<file path="src/rtl/aidma_pkg.sv">
package aidma_pkg;

  typedef enum logic [2:0] {
    SEL_ADDR   = 3'd0,
    SEL_LEN    = 3'd1,
    SEL_CTRL   = 3'd2,
    SEL_STATUS = 3'd3,
    SEL_RATE   = 3'd4
  } regSel_e;

  // strobes from control to datapath
  typedef struct packed {
    logic capAddr;
    logic loadActive;
    logic loadQueue;
    logic step;
    logic promote;
    logic flush;
  } dpCmd_t;

endpackage

</file>
<file path="src/rtl/aidma_datapath.sv">
module aidma_datapath
  import aidma_pkg::*;
#(
  parameter int AW = 24,
  parameter int LW = 18,
  parameter int BEAT_BYTES = 8
) (
  input  logic          clk,
  input  logic          rstN,
  input  dpCmd_t        cmd,
  input  logic [31:0]   wrData,
  output logic [AW-1:0] activeAddr,
  output logic [LW-1:0] activeLen,
  output logic          full,
  output logic          lenZero,
  output logic          lastBeat
);
  localparam int ALIGN = $clog2(BEAT_BYTES);

  logic [AW-1:0] stagedAddr;
  logic [AW-1:0] queuedAddr;
  logic [LW-1:0] queuedLen;
  logic [AW-1:0] addrIn;
  logic [LW-1:0] lenIn;

  assign addrIn   = {wrData[AW-1:ALIGN], {ALIGN{1'b0}}};
  assign lenIn    = {wrData[LW-1:ALIGN], {ALIGN{1'b0}}};
  assign lenZero  = (activeLen == '0);
  assign lastBeat = (activeLen == LW'(BEAT_BYTES));

  always_ff @(posedge clk) begin
    if (!rstN) begin
      stagedAddr <= '0;
    end else if (cmd.capAddr) begin
      stagedAddr <= addrIn;
    end
  end

  always_ff @(posedge clk) begin
    if (!rstN) begin
      activeAddr <= '0;
      activeLen  <= '0;
      queuedAddr <= '0;
      queuedLen  <= '0;
      full       <= 1'b0;
    end else if (cmd.flush) begin
      activeLen <= '0;
      queuedLen <= '0;
      full      <= 1'b0;
    end else begin
      if (cmd.loadActive) begin
        activeAddr <= stagedAddr;
        activeLen  <= lenIn;
      end else if (cmd.promote) begin
        activeAddr <= queuedAddr;
        activeLen  <= queuedLen;
        full       <= 1'b0;
      end else if (cmd.step) begin
        activeAddr <= activeAddr + AW'(BEAT_BYTES);
        activeLen  <= activeLen - LW'(BEAT_BYTES);
      end
      if (cmd.loadQueue) begin
        queuedAddr <= stagedAddr;
        queuedLen  <= lenIn;
        full       <= 1'b1;
      end
    end
  end

endmodule

</file>
<file path="src/rtl/aidma_control.sv">
module aidma_control
  import aidma_pkg::*;
#(
  parameter int LW = 18,
  parameter int BEAT_BYTES = 8,
  parameter int RATE_W = 4
) (
  input  logic        clk,
  input  logic        rstN,
  input  logic        regWrEn,
  input  logic [2:0]  regWrSel,
  input  logic [31:0] regWrData,
  input  logic        memReqAck,
  input  logic        bufSpace,
  input  logic        lenZero,
  input  logic        lastBeat,
  input  logic        full,
  output dpCmd_t      cmd,
  output logic        reqValid,
  output logic        dmaEn,
  output logic        irq
);
  localparam int ALIGN = $clog2(BEAT_BYTES);

  logic [RATE_W-1:0] bitRate;
  logic rateOn;
  logic wrLen;
  logic lenNonZero;
  logic softWr;
  logic accept;

  assign rateOn     = (bitRate != '0);
  assign lenNonZero = |regWrData[LW-1:ALIGN];
  assign wrLen      = regWrEn && (regWrSel == SEL_LEN) && rateOn && lenNonZero;
  assign softWr     = regWrEn && (regWrSel == SEL_RATE) && (regWrData[RATE_W-1:0] == '0);
  assign accept     = reqValid && memReqAck;

  always_comb begin
    cmd            = '0;
    cmd.capAddr    = regWrEn && (regWrSel == SEL_ADDR);
    cmd.loadActive = wrLen && lenZero && !full;
    cmd.loadQueue  = wrLen && !lenZero && !full;
    cmd.step       = accept;
    cmd.promote    = rateOn && lenZero && full;
    cmd.flush      = !rateOn;
  end

  always_ff @(posedge clk) begin
    if (!rstN) begin
      bitRate <= '0;
      dmaEn   <= 1'b0;
    end else if (regWrEn) begin
      if (regWrSel == SEL_RATE) bitRate <= regWrData[RATE_W-1:0];
      if (regWrSel == SEL_CTRL) dmaEn <= regWrData[0];
    end
  end

  always_ff @(posedge clk) begin
    if (!rstN) begin
      reqValid <= 1'b0;
    end else if (softWr || !rateOn) begin
      reqValid <= 1'b0;
    end else if (reqValid) begin
      reqValid <= !memReqAck;
    end else begin
      reqValid <= dmaEn && !lenZero && bufSpace;
    end
  end

  always_ff @(posedge clk) begin
    if (!rstN) begin
      irq <= 1'b0;
    end else if (accept && lastBeat) begin
      irq <= 1'b1;
    end else if (regWrEn && (regWrSel == SEL_STATUS)) begin
      irq <= 1'b0;
    end
  end

endmodule

</file>
<file path="src/rtl/aidma_requester.sv">
module aidma_requester
  import aidma_pkg::*;
#(
  parameter int AW = 24,
  parameter int LW = 18,
  parameter int BEAT_BYTES = 8,
  parameter int RATE_W = 4
) (
  input  logic          clk,
  input  logic          rstN,
  input  logic          regWrEn,
  input  logic [2:0]    regWrSel,
  input  logic [31:0]   regWrData,
  input  logic          regRdSel,
  output logic [31:0]   regRdData,
  output logic          memReqValid,
  output logic [AW-1:0] memReqAddr,
  input  logic          memReqAck,
  input  logic          bufSpace,
  output logic          irq
);
  dpCmd_t        cmd;
  logic [LW-1:0] activeLen;
  logic          full;
  logic          lenZero;
  logic          lastBeat;
  logic          dmaEn;
  logic [31:0]   statusWord;

  aidma_control #(.LW(LW), .BEAT_BYTES(BEAT_BYTES), .RATE_W(RATE_W)) ctrl_i (
    .clk(clk), .rstN(rstN),
    .regWrEn(regWrEn), .regWrSel(regWrSel), .regWrData(regWrData),
    .memReqAck(memReqAck), .bufSpace(bufSpace),
    .lenZero(lenZero), .lastBeat(lastBeat), .full(full),
    .cmd(cmd), .reqValid(memReqValid), .dmaEn(dmaEn), .irq(irq)
  );

  aidma_datapath #(.AW(AW), .LW(LW), .BEAT_BYTES(BEAT_BYTES)) dp_i (
    .clk(clk), .rstN(rstN), .cmd(cmd), .wrData(regWrData),
    .activeAddr(memReqAddr), .activeLen(activeLen), .full(full),
    .lenZero(lenZero), .lastBeat(lastBeat)
  );

  always_comb begin
    statusWord     = '0;
    statusWord[31] = full;
    statusWord[30] = !lenZero;
    statusWord[27] = dmaEn && !lenZero;
    statusWord[26] = memReqValid;
    statusWord[25] = dmaEn;
    statusWord[0]  = full;
  end

  assign regRdData = regRdSel ? statusWord : {{(32-LW){1'b0}}, activeLen};

endmodule

</file>
<file path="config.mk">
export PLATFORM = sky130hd
export DESIGN_NAME = aidma_requester
export DESIGN_NICKNAME = d
export VERILOG_FILES = /design/src/rtl/aidma_pkg.sv /design/src/rtl/aidma_datapath.sv /design/src/rtl/aidma_control.sv /design/src/rtl/aidma_requester.sv
export SDC_FILE = /design/constraint.sdc
export NUM_CORES = 1
export LEC_CHECK = 0
export BUFFER_PORTS_ARGS = -buffer_cell sky130_fd_sc_hd__buf_2
export CORE_ASPECT_RATIO = 1.5
export CORE_MARGIN = 1.5
export CORE_UTILIZATION = 35
export DETAILED_ROUTE_END_ITERATION = 8
export PLACE_DENSITY = 0.53
export SYNTH_ARGS = -nofsm -noshare
export SYNTH_HDL_FRONTEND = slang
export SYNTH_SLANG_ARGS = --single-unit
</file>
<file path="constraint.sdc">
create_clock -name clk -period 8 [get_ports clk]
set_clock_uncertainty 0.05 [all_clocks]
set_input_delay 0.8 -clock clk [delete_from_list [all_inputs] [get_ports clk]]
set_output_delay 0.8 -clock clk [all_outputs]
set_load 0.01 [all_outputs]
</file>
# Word-level counts from Yosys, hierarchy flattened
# Cells that the tools add are included.
[op_classes] n_reduce_logical=39 n_mux=13 bitwise_logic=2 n_eq_ne=6 n_addsub=2
[ops] operator="24-bit 2-to-1 mux" count=3
[ops] operator="18-bit 2-to-1 mux" count=3
[ops] operator="32-bit 2-to-1 mux" count=1
[ops] operator="24-bit by 4-bit adder with 24-bit output (second input constant)" count=1
[ops] operator="18-bit by 4-bit == test with 1-bit output (second input constant)" count=1
[ops] operator="18-bit zero test" count=1
[ops] operator="18-bit by 4-bit subtractor with 18-bit output (second input constant)" count=1
[ops] operator="1-bit logical AND" count=17
[ops] operator="15-bit OR reduction" count=1
[ops] operator="2-bit AND reduction" count=6
[ops] operator="3-bit by 2-bit == test with 1-bit output (second input constant)" count=2
[ops] operator="1-bit 2-to-1 mux" count=6
[ops] operator="2-bit nonzero test" count=3
[ops] operator="1-bit zero test" count=4
[ops] operator="4-bit zero test" count=1
[ops] operator="4-bit nonzero test" count=1
[ops] operator="3-bit by 1-bit == test with 1-bit output (second input constant)" count=1
[ops] operator="3-bit == test (second input constant)" count=1
[ops] operator="3-bit zero test" count=1
[ops] operator="3-bit nonzero test" count=1
[ops] operator="3-bit OR reduction" count=1
[ops] operator="2-bit != test (second input constant)" count=1
[ops] operator="1-bit NOT" count=2
[ops] operator="2-bit OR reduction" count=1
[ops] operator="1-bit logical OR" count=1
[totals] elab_cells=73 out_inout_bits=58 in_bits=41 regBits=107

# Depth between registers and ports, before layout
# Gate-level depths: netlist (run 1).
[logic_depth] ltp_word=8 mapped_depth=10 depth_no_buf=8

# Hierarchy
# From an unflattened synthesis (run 1), not the netlist that was laid out.
[unflattened] hier_cells=669 area_unflattened_um2=5566.6
[by_module_without_submodules] mod="aidma_datapath" area_per_inst_um2=4916.0 cells_per_inst=587 seq_area_each_um2=1941.9 n_inst=1
[by_module_without_submodules] mod="aidma_control" area_per_inst_um2=412.9 cells_per_inst=47 seq_area_each_um2=140.1 n_inst=1
[by_module_without_submodules] mod="aidma_requester" area_per_inst_um2=237.7 cells_per_inst=35 seq_area_each_um2=0.0 n_inst=1

# Worst setup path after synthesis (run 1)
# Ideal clock, no wire load.
[synth_timing] path_kind="reg-to-output" from="register dp_i.activeLen[8]" to="output regRdData[30]" setup_slack_ns=5.087 t_arrival_ns=2.063 stages_incl_launch_ff=7 cell_sequence="dfxtp_1 -> buf_6 -> or4_4 -> or4_4 -> buf_6 -> or2_2 -> and2_1"
[synth_between] elab_chain_len=3
[synth_rtl] element="start: declaration" line="aidma_datapath.sv:13" source="output logic [LW-1:0] activeLen,"
[synth_rtl] element="start signal: assignment" line="aidma_datapath.sv:53" source="activeLen <= lenIn;"
[synth_rtl] element="start signal: assignment" line="aidma_datapath.sv:56" source="activeLen <= queuedLen;"
[synth_rtl] element="start signal: assignment" line="aidma_datapath.sv:60" source="activeLen <= activeLen - LW'(BEAT_BYTES);"
[synth_rtl] element="18-bit zero test" line="aidma_datapath.sv:28" source="assign lenZero = (activeLen == '0);"
[synth_rtl] element="1-bit zero test" line="aidma_requester.sv:47" source="statusWord[30] = !lenZero;"
[synth_rtl] element="32-bit 2-to-1 mux" line="aidma_requester.sv:54" source="assign regRdData = regRdSel ? statusWord : {{(32-LW){1'b0}}, activeLen};"
[synth_rtl] element="end: declaration" line="aidma_requester.sv:15" source="output logic [31:0] regRdData,"
# Every way passes these cells.

# Final worst setup path (run 1)
[layout_timing] from="register dp_i.activeLen[8]" to="register dp_i.activeAddr[13]"
[layout_between] elab_chain_len=5
[layout_rtl] element="18-bit zero test *" line="aidma_datapath.sv:28"
[layout_rtl] element="1-bit logical AND, on equally long branches (2 in series)" line="aidma_control.sv:44, aidma_control.sv:41"
[layout_rtl] element="3-bit nonzero test (no line) / 24-bit 2-to-1 mux (equally long branches)"
[layout_rtl] element="2-bit AND reduction (no line) / 24-bit 2-to-1 mux (equally long branches)"
[layout_rtl] element="end signal: assignment" line="aidma_datapath.sv:52" source="activeAddr <= stagedAddr;"
[layout_rtl] element="end signal: assignment" line="aidma_datapath.sv:55" source="activeAddr <= queuedAddr;"
[layout_rtl] element="end signal: assignment" line="aidma_datapath.sv:59" source="activeAddr <= activeAddr + AW'(BEAT_BYTES);"
[layout_rtl] element="end: declaration" line="aidma_datapath.sv:12" source="output logic [AW-1:0] activeAddr,"
# Every way passes the cells marked *; elsewhere a longest branch is shown, timed or not.
# A chain may end at the register's enable or synchronous reset.

==> impl_metrics.ini, run 1 <==
[floorplanning]
io_pins = 99
fp.dieH_microns = 155.7
die_area_sq_um = 16320
fp.coreArea_sq_um = 15140
core.rowCount = 55
die_w_microns = 104.8
start_util_pct = 35.95

[finish]
fin_nets = 784
syn2layout_area_growth_pct = 12.67
postLayoutCoreUtil_pct = 40.50
drive_gt1_share_pct = 16.24

[routing]
vias = 4989
avgViaCountPerCell = 5.279
drc = 0
first_pass_iters = 5
wl_microns = 15550
drtIter0Drc = 245
wl_per_cell_microns = 16.46
ant_nets = 0

[pwr]
peakVddDrop_mv = 0.1154
switching_share_pct = 24.00
power_frac_seq_pct = 53.0
clkPwrFrac_pct = 42.5
switchingPower_mw = 0.2365
p_per_area_nw_per_um2 = 160.7
combPwrFrac_pct = 4.4
internal_power_mw = 0.7489
leakage_nw = 2.524

[global_routing]
grt_pass1_wl_microns = 25300
grtUsageTotal_pct = 19.31
grt-ovfl-total = 0
grt_pass1_vias = 4830
antenna_found_initial = 1
grt_max_degree = 73

[sta]
setup_tns_ns = 0
finalHoldViolations = 0
rsz0062_at_grt = no
timing.final.crit_share_pct = 44.44
finalSetupViolations = 0
slew_violations = 0
period_minus_slack_ns = 3.555
slew_headroom_pct = 26.96
max_freq_ghz = 0.2813
tightest_slew_ns = 1.087

[setup_path]
worstPathCellList = or4_4 -> or4_4 -> nor4_4 -> buf_4 -> o311ai_0 -> o211a_1
path_max_fanout = 28
critPathLaunchType = register
crit_family = simple AND/OR/NAND/NOR gates
rr_startpoint = dp_i.activeLen[8]
worstRegToRegCells = 6
r2r_end = dp_i.activeAddr[13]
cp_common_cell = or4_4
path_class = register to register
cp_data_arrival_time_ns = 3.74
crit_path_max_incr_delay_ns = 0.96
critPathLaunch = dp_i.activeLen[8]
cp_num_buf_inv = 1
reg2reg_setup_slack_ns = 4.44
crit_required_ns = 8.19
cp_slowest_cell = nor4_4
endpoint_kind = register

[cts]
cts.reportedPaths.clkPinSlew_ns = 0.07
cts_inserted_buffers = 9
clockRootBuffer = clkbuf_16
ctsHoldBuffers = 0
cts.path.max_buffers = 2
htree_levels = 3
clk-insertion-delay-late_ns = 0.34
tritoncts = done
clock_sinks = 104
cts_setup_buffers = 0
cts-resized-gates = 0

[min_path]
hp-class = register to register
min_from = dp_i.queuedLen[16]
holdPathEnd = dp_i.queuedLen[16]
hold_depth = 2

[synth]
synth_top_flop_cell = dfxtp_1
yosysMostFrequentCell = nand2_1
yosysTopAreaCell = dfxtp_1
synthArstFlopShare_pct = 0
ys_seq_area_share_pct = 38.25
syn-instance-count = 695
synth.area.top_cells = dfxtp_1 (38%), nand2_1 (11%), a21boi_0 (5.9%)
ys.warnings.count = 0
synth.avg_cell_area_sq_um = 7.831
synthDistinctLibCells = 54
ys_seq_elements = 104
post-synth-top-area-fraction_pct = 38.25
synth-edff-count = 0
netlist_area_sq_um = 5443
synthTopCellsByCount = nand2_1 (159), dfxtp_1 (104), nor2_1 (48)

[flow_run]
maxCapViolations = 0

[placed_design]
hpwlAfterDp_microns = 11050
globalplace.congestion = 0.7994
io_buffers = 78

[status]
status = complete, no violations
-- worst min-delay path: stages (launching register included) --
cell and delay (ns):
dfxtp_1 0.31, nand2_1 0.05, a21oi_1 0.05
-- cell usage in the layout, fill, tap and decap left out, drive strengths merged, types with 4 or more instances in the layout --
cell	count
nand2	159
xnor2	14
conb	12
o211ai	6
a21boi	43
o21ai	39
xor2	16
nor2	48
nor3	14
o311ai	6
nand3	15
o311a	5
or4	6
a2bb2oi	7
a211oi	4
clkbuf	9
nor4	15
and2	9
inv	9
o211a	8
mux2i	4
a31oi	8
nor2b	20
nand4	10
buf	86
a21oi	31
and3	9
dfxtp	104
-- layer usage --
metal  global-route usage, %  wire, microns  vias up
met1                   22.93           6634     2316
met5                       0              0        -
li1                        -              -     2483
met3                   2.757            670       29
met2                   34.30           7731      161
met4                   8.611            515        0
-- worst max-delay path by stage --
stage,end,depth (start not counted)
after CTS,dp_i.activeAddr[11],6
after floorplan,regRdData[30],6
final,dp_i.activeAddr[13],6
after global routing,dp_i.activeAddr[13],6
after global placement,dp_i.activeAddr[12],6
after detailed placement,dp_i.activeAddr[11],6
-- through the flow --
step	power, mW	instances	hold slack (ns)	setup slack, ns	area [sq um]
2_1_floorplan	0.5624	706	0.3832	5.087	5484
6_report	0.9854	945	0.4116	4.445	6132
3_3_place_gp	0.5778	929	0.3911	4.465	5853
3_5_place_dp	0.5786	929	0.4024	4.421	5853
5_1_grt	1.026	945	0.4243	4.217	6132
4_1_cts	0.9963	944	0.4119	4.418	6130
-- sequential cells by signal, summed over array words and instances, names as in the netlist --
register / count
ctrl_i.dmaEn: 1
dp_i.queuedAddr: 21
dp_i.queuedLen: 15
ctrl_i.bitRate: 4
dp_i.stagedAddr: 21
dp_i.activeAddr: 21
dp_i.activeLen: 18
ctrl_i.reqValid: 1
dp_i.full: 1
ctrl_i.irq: 1
-- cell families after synthesis --
kind of cell / count (synthesis) / share of synthesized area (%)
buf+inv: 68 / 6.736
mux: 6 / 1.149
simple gates: 314 / 26.78
flops: 104 / 38.25
other cells: 1 / 0.06890
compound gates: 170 / 21.72
fa+ha+maj: 2 / 0.4597
xor+xnor: 30 / 4.828
-- power groups by stage --
| stage | registers, mW | logic [mW] | clock network (mW) |
|---|---|---|---|
| finish | 0.523 | 0.0438 | 0.419 |
| global route | 0.523 | 0.0477 | 0.455 |
| CTS | 0.523 | 0.0438 | 0.430 |
| detailed placement | 0.535 | 0.0438 | 0 |
| global placement | 0.535 | 0.0431 | 0 |
| floorplan | 0.534 | 0.0284 | 0 |
-- cell type report --
cell class,count,area [sq um]
Tap cell,199,249.0
Fill cell,1595,9007
Sequential cell,104,2082
Antenna cell,1,2.502
Timing Repair Buffer,86,450.4
Multi-Input combinational cell,534,3049
Clock inverter,6,51.30
Clock buffer,9,225.2
Inverter,6,22.52
Note: power is estimated with default switching activity, not from simulation.
==> run 2, diff against run 1 <==
--- a/config.mk
+++ b/config.mk
@@ -10,7 +10,7 @@
 export CORE_MARGIN = 1.5
 export CORE_UTILIZATION = 35
 export DETAILED_ROUTE_END_ITERATION = 8
-export PLACE_DENSITY = 0.53
+export PLACE_DENSITY = 0.55
 export SYNTH_ARGS = -nofsm -noshare
 export SYNTH_HDL_FRONTEND = slang
 export SYNTH_SLANG_ARGS = --single-unit
==> constraint.sdc (replaced) <==
create_clock -name clk -period 2.85 [get_ports clk]
set_clock_uncertainty 0.05 [all_clocks]
set_input_delay 0.285 -clock clk [delete_from_list [all_inputs] [get_ports clk]]
set_output_delay 0.285 -clock clk [all_outputs]
set_load 0.01 [all_outputs]
==> run 2 against run 1 <==
Sequential power increased to 2.8 times the previous value. Core utilization increased by 2.1 points. Combinational power increased to 2.9 times the previous value. Power increased to 2.8 times the previous value. First-iteration DRC count decreased by 27%. Cell count increased by 3.0%.
==> impl_metrics.ini, run 2 (synthesis gave the netlist of run 1 again) <==
[setup_path]
endpoint_kind = primary output
reg2reg_setup_slack_ns = 0.07
path_class = register to primary output
worstRegToRegCells = 7
critPathLaunchType = register
crit_required_ns = 2.52
cp_data_arrival_time_ns = 2.46
path_max_fanout = 8

[routing]
drc = 0
avgViaCountPerCell = 5.171
first_pass_iters = 4
wl_microns = 15620
drtIter0Drc = 178
wl_per_cell_microns = 16.05
drt-met1-wl_microns = 6435
vias = 5031
top_layer = met4
wl_met2_microns = 8058
ant_nets = 0
wl_met3_microns = 664

[pwr]
fin_total_pwr_mw = 2.756
leakage_nw = 2.705
p_per_area_nw_per_um2 = 427.3
peakVddDrop_mv = 0.2767

[min_path]
hp-class = input pin to register
hold_depth = 3

[global_routing]
grt_max_degree = 49
grtUsageTotal_pct = 19.09
grt_pass1_wl_microns = 24920
grt_pass1_vias = 4943
antenna_found_initial = 0
grt-ovfl-total = 0

[finish]
fin_nets = 812
syn2layout_area_growth_pct = 18.48
final_cell_mix = nand2_1 (159), dfxtp_1 (104), buf_2 (78), nor2_1 (47), a21boi_0 (43)
fill_cells = 1607
drive_gt1_share_pct = 20.03
final_common_cell = nand2_1
diodes = 0
final_area_sq_um = 6449
reg_top3 = dp_i.activeAddr x21, dp_i.queuedAddr x21, dp_i.stagedAddr x21
postLayoutCoreUtil_pct = 42.60

[sta]
timing.final.crit_share_pct = 98.15
period_minus_slack_ns = 2.797
slew_violations = 0
layout_setup_ws_ns = 0.05286
tightest_slew_ns = 0.8016
max_freq_ghz = 0.3575
slew_headroom_pct = 46.56
finalHoldViolations = 0
finalSetupViolations = 0
hold_ws_ns = 0.1409

[cts]
cts_inserted_buffers = 9
clk-insertion-delay-late_ns = 0.34
clockRootBuffer = clkbuf_16
htree_levels = 3
ctsHoldBuffers = 0
tritoncts = done
cts.reportedPaths.clkPinSlew_ns = 0.07
cts.path.max_buffers = 2
clock_sinks = 104

[floorplanning]
fp.dieH_microns = 155.7
fp.coreArea_sq_um = 15140
io_pins = 99
die_area_sq_um = 16320
start_util_pct = 35.95
core.rowCount = 55
die_w_microns = 104.8

[status]
status = complete, no violations

[placed_design]
dpl_cell_area_sq_um = 6066
globalplace.congestion = 0.8725
io_buffers = 78
hpwlAfterDp_microns = 11540
dp_worst_setup_slack_ns = 0.06400

[flow_run]
maxCapViolations = 0
-- run 2: cell types whose count changed in the layout (fill, tap and decap cells not counted), moves of 2 or more --
cell,before,now
buf_4,8,30
o21ai_0,25,23
a2bb2oi_2,0,2
a2bb2oi_1,7,5
o21ai_2,5,7
inv_6,3,0
clkbuf_1,0,2
buf_12,0,5
-- run 2: repair_timing --
action | in CTS | in global routing
endpoints found under the setup margin | 0 | 29
gates resized for setup | 0 | 11
buffers inserted | 0 | 8
-- run 2: worst max-delay path: stages, from the launching register on --
cell and delay (ns):
dfxtp_1 0.31, or4_4 0.55, or4_4 0.61, or2_2 0.34, and2_1 0.16, buf_2 0.13
-- run 2: routing by layer --
layer / vias to the layer above / global-route usage, %
met4: 0 / 8.741
met3: 28 / 2.882
met1: 2339 / 21.45
met2: 125 / 35.17
met5: - / 0
li1: 2539 / -
-- run 2: report_power, final --
group          internal (mW)  switching [mW]  total (mW)
registers               1.46         0.00705        1.47
logic                 0.0450          0.0834       0.128
clock network          0.619           0.541        1.16
-- run 2: through the flow --
step                  TNS, ns  std cells
global route        -0.002290        973
finish                      0        973
global placement            0        949
detailed placement          0        949
CTS                         0        965
floorplan                   0        706
-- run 2: cell type report --
cell class	count	area, sq um	area share, %
multi-input combinational	534	3092	47.94
sequential	104	2082	32.29
timing repair buffer	114	726.9	11.27
tap	199	249.0	3.861
clock buffer	12	246.5	3.822
clock inverter	4	30.03	0.4657
inverter	6	22.52	0.3492
-- run 2: final timing paths --
kind,from,to
worst min-delay path,regWrData[23],dp_i.stagedAddr[23]
worst min register to register,dp_i.queuedLen[11],dp_i.queuedLen[11]
worst max-delay path,dp_i.activeLen[9],regRdData[30]
worst max register to register,dp_i.activeLen[9],dp_i.activeLen[13]
==> run 3, diff against run 2 <==
--- a/config.mk
+++ b/config.mk
@@ -10,6 +10,7 @@
 export CORE_MARGIN = 1.5
 export CORE_UTILIZATION = 35
 export DETAILED_ROUTE_END_ITERATION = 8
+export GPL_TIMING_DRIVEN = 0
 export PLACE_DENSITY = 0.55
 export SYNTH_ARGS = -nofsm -noshare
 export SYNTH_HDL_FRONTEND = slang
==> run 3 against run 2 <==
The run now ends with negative setup slack left. Register-to-register slack worse by 0.08 ns. Power increased by 8.8%. Critical path type is now register to register. Count of clock-buffer cells in the layout decreased by 1. Fmax down 2.3%. Combinational power is 17% higher. Die area is the same.
==> impl_metrics.ini, run 3 (synthesis gave the netlist of run 1 again) <==
[setup_path]
cp_slowest_cell = or4_4
cp_common_cell = or4_4
critPathLaunchType = register
crit_path_max_incr_delay_ns = 0.59
cp_data_arrival_time_ns = 3.04
crit_required_ns = 3.03
path_class = register to register
path_max_fanout = 10
endpoint_kind = register
worstPathCellList = or4_4 -> or4_4 -> or4_4 -> buf_8 -> buf_8 -> o21ai_2 -> a2bb2oi_1 -> a21oi_1

[sta]
finalSetupViolations = 2
finalHoldViolations = 0
timing.final.crit_share_pct = 100.4
hold_ws_ns = 0.1452
layout_setup_ws_ns = -0.01264
period_minus_slack_ns = 2.863
tightest_slew_ns = 0.6303
slew_violations = 0
rsz0062_at_grt = yes
max_freq_ghz = 0.3493
slew_headroom_pct = 57.75

[routing]
wl_per_cell_microns = 17.99
first_pass_iters = 5
ant_nets = 0
drtIter0Drc = 283
drc = 0
vias = 5343
wl_microns = 18070
avgViaCountPerCell = 5.322

[min_path]
hp-class = input pin to register

[finish]
final_cell_mix = nand2_1 (159), dfxtp_1 (101), buf_2 (80), nor2_1 (48), a21boi_0 (43)
fin_nets = 843
postLayoutCoreUtil_pct = 43.77
reg_top3 = dp_i.activeAddr x21, dp_i.queuedAddr x21, dp_i.stagedAddr x21
syn2layout_area_growth_pct = 21.75
layout.cells.non_filler = 1004
drive_gt1_share_pct = 21.12
final_common_cell = nand2_1
diodes = 0
fill_cells = 1596

[pwr]
leakage_nw = 2.790
p_per_area_nw_per_um2 = 452.6
peakVddDrop_mv = 0.2724
fin_total_pwr_mw = 2.999

[cts]
cts.reportedPaths.clkPinSlew_ns = 0.07
cts_inserted_buffers = 9
cts.path.max_buffers = 2
htree_levels = 3
clk-insertion-delay-late_ns = 0.35
tritoncts = done
ctsHoldBuffers = 0
clockRootBuffer = clkbuf_16
clock_sinks = 104

[global_routing]
grt_pass1_vias = 5268
grt_pass1_wl_microns = 27950
grt_max_degree = 18
antenna_found_initial = 0
grt-ovfl-total = 0
grtUsageTotal_pct = 22.00

[status]
failed_checks = negative setup slack
status = complete, but fails checks

[floorplanning]
die_w_microns = 104.8
fp.dieH_microns = 155.7
io_pins = 99
die_area_sq_um = 16320
fp.coreArea_sq_um = 15140
start_util_pct = 35.95
core.rowCount = 55

[placed_design]
hpwlAfterDp_microns = 13540
io_buffers = 77
globalplace.congestion = 0.9070
dp_worst_setup_slack_ns = -0.2599
dp.cells = 982

[flow_run]
maxCapViolations = 0
## run 3: cell count changes in the layout (fill, tap and decap cells not counted), sizes merged
cell,before,now
clkinvlp,1,0
nand3,15,16
clkbuf,12,44
inv,6,8
clkinv,3,1
bufinv,0,2
buf,114,110
or4,6,7
## run 3: critical path, delay by kind of cell (launching register included)
kind	cells	cell delay (ns)
DFF	1	0.33
AOI/OAI and AO/OA	3	0.33
and+or+nand+nor	3	1.70
buffers and inverters	2	0.33
## run 3: path summary, 6_finish.rpt
path	startpoint	to	slack, ns	depth (start not counted)
max reg2reg	dp_i.activeLen[0]	dp_i.activeAddr[16]	-0.01	8
min reg2reg	dp_i.queuedLen[9]	dp_i.queuedLen[9]	0.41	2
min	regWrData[23]	dp_i.stagedAddr[23]	0.15	3
max	dp_i.activeLen[0]	dp_i.activeAddr[16]	-0.01	8
## run 3: final cells by class
cell class / count / area (sq um) / area share (%)
multi-input cells: 536 / 3114 / 47.00
flip-flops and latches: 104 / 2086 / 31.48
repair buffers: 82 / 440.4 / 6.647
plain buffers: 61 / 385.4 / 5.816
well taps: 199 / 249.0 / 3.758
clock buffers: 11 / 242.7 / 3.663
clock inverters: 5 / 86.33 / 1.303
inverters: 6 / 22.52 / 0.3399
## run 3: metal layers
| metal | wire length (microns) | track usage, % | up-vias | share of wire, % |
|---|---|---|---|---|
| met5 | 0 | 0 | - | 0 |
| met4 | 627 | 9.785 | 0 | 3.5 |
| met3 | 829 | 2.715 | 43 | 4.6 |
| met2 | 9589 | 42.17 | 176 | 53 |
| met1 | 7020 | 23.86 | 2516 | 39 |
| li1 | - | - | 2608 | - |
## run 3: report_power, final
part	total, mW	switching [mW]	internal, mW	leakage [nW]
Combinational	0.150	0.0928	0.0576	1.79
Sequential	1.47	0.00724	1.46	0.840
Clock	1.38	0.579	0.803	0.161
## run 3: what timing repair did
item / CTS / global route
gates cloned: 1 / 2
endpoints found under the setup margin: 66 / 48
gates resized for setup: 23 / 19
pin swaps: 4 / 1
buffers inserted: 3 / 1
hold endpoints to repair: 0 / 0
## run 3: metrics by stage
step | instance area [sq um] | setup TNS [ns]
after detailed placement | 6118 | -7.348
final | 6626 | -0.01622
after floorplan | 5484 | 0
after CTS | 6535 | 0
after global routing | 6626 | -0.2842
after global placement | 6118 | -6.217
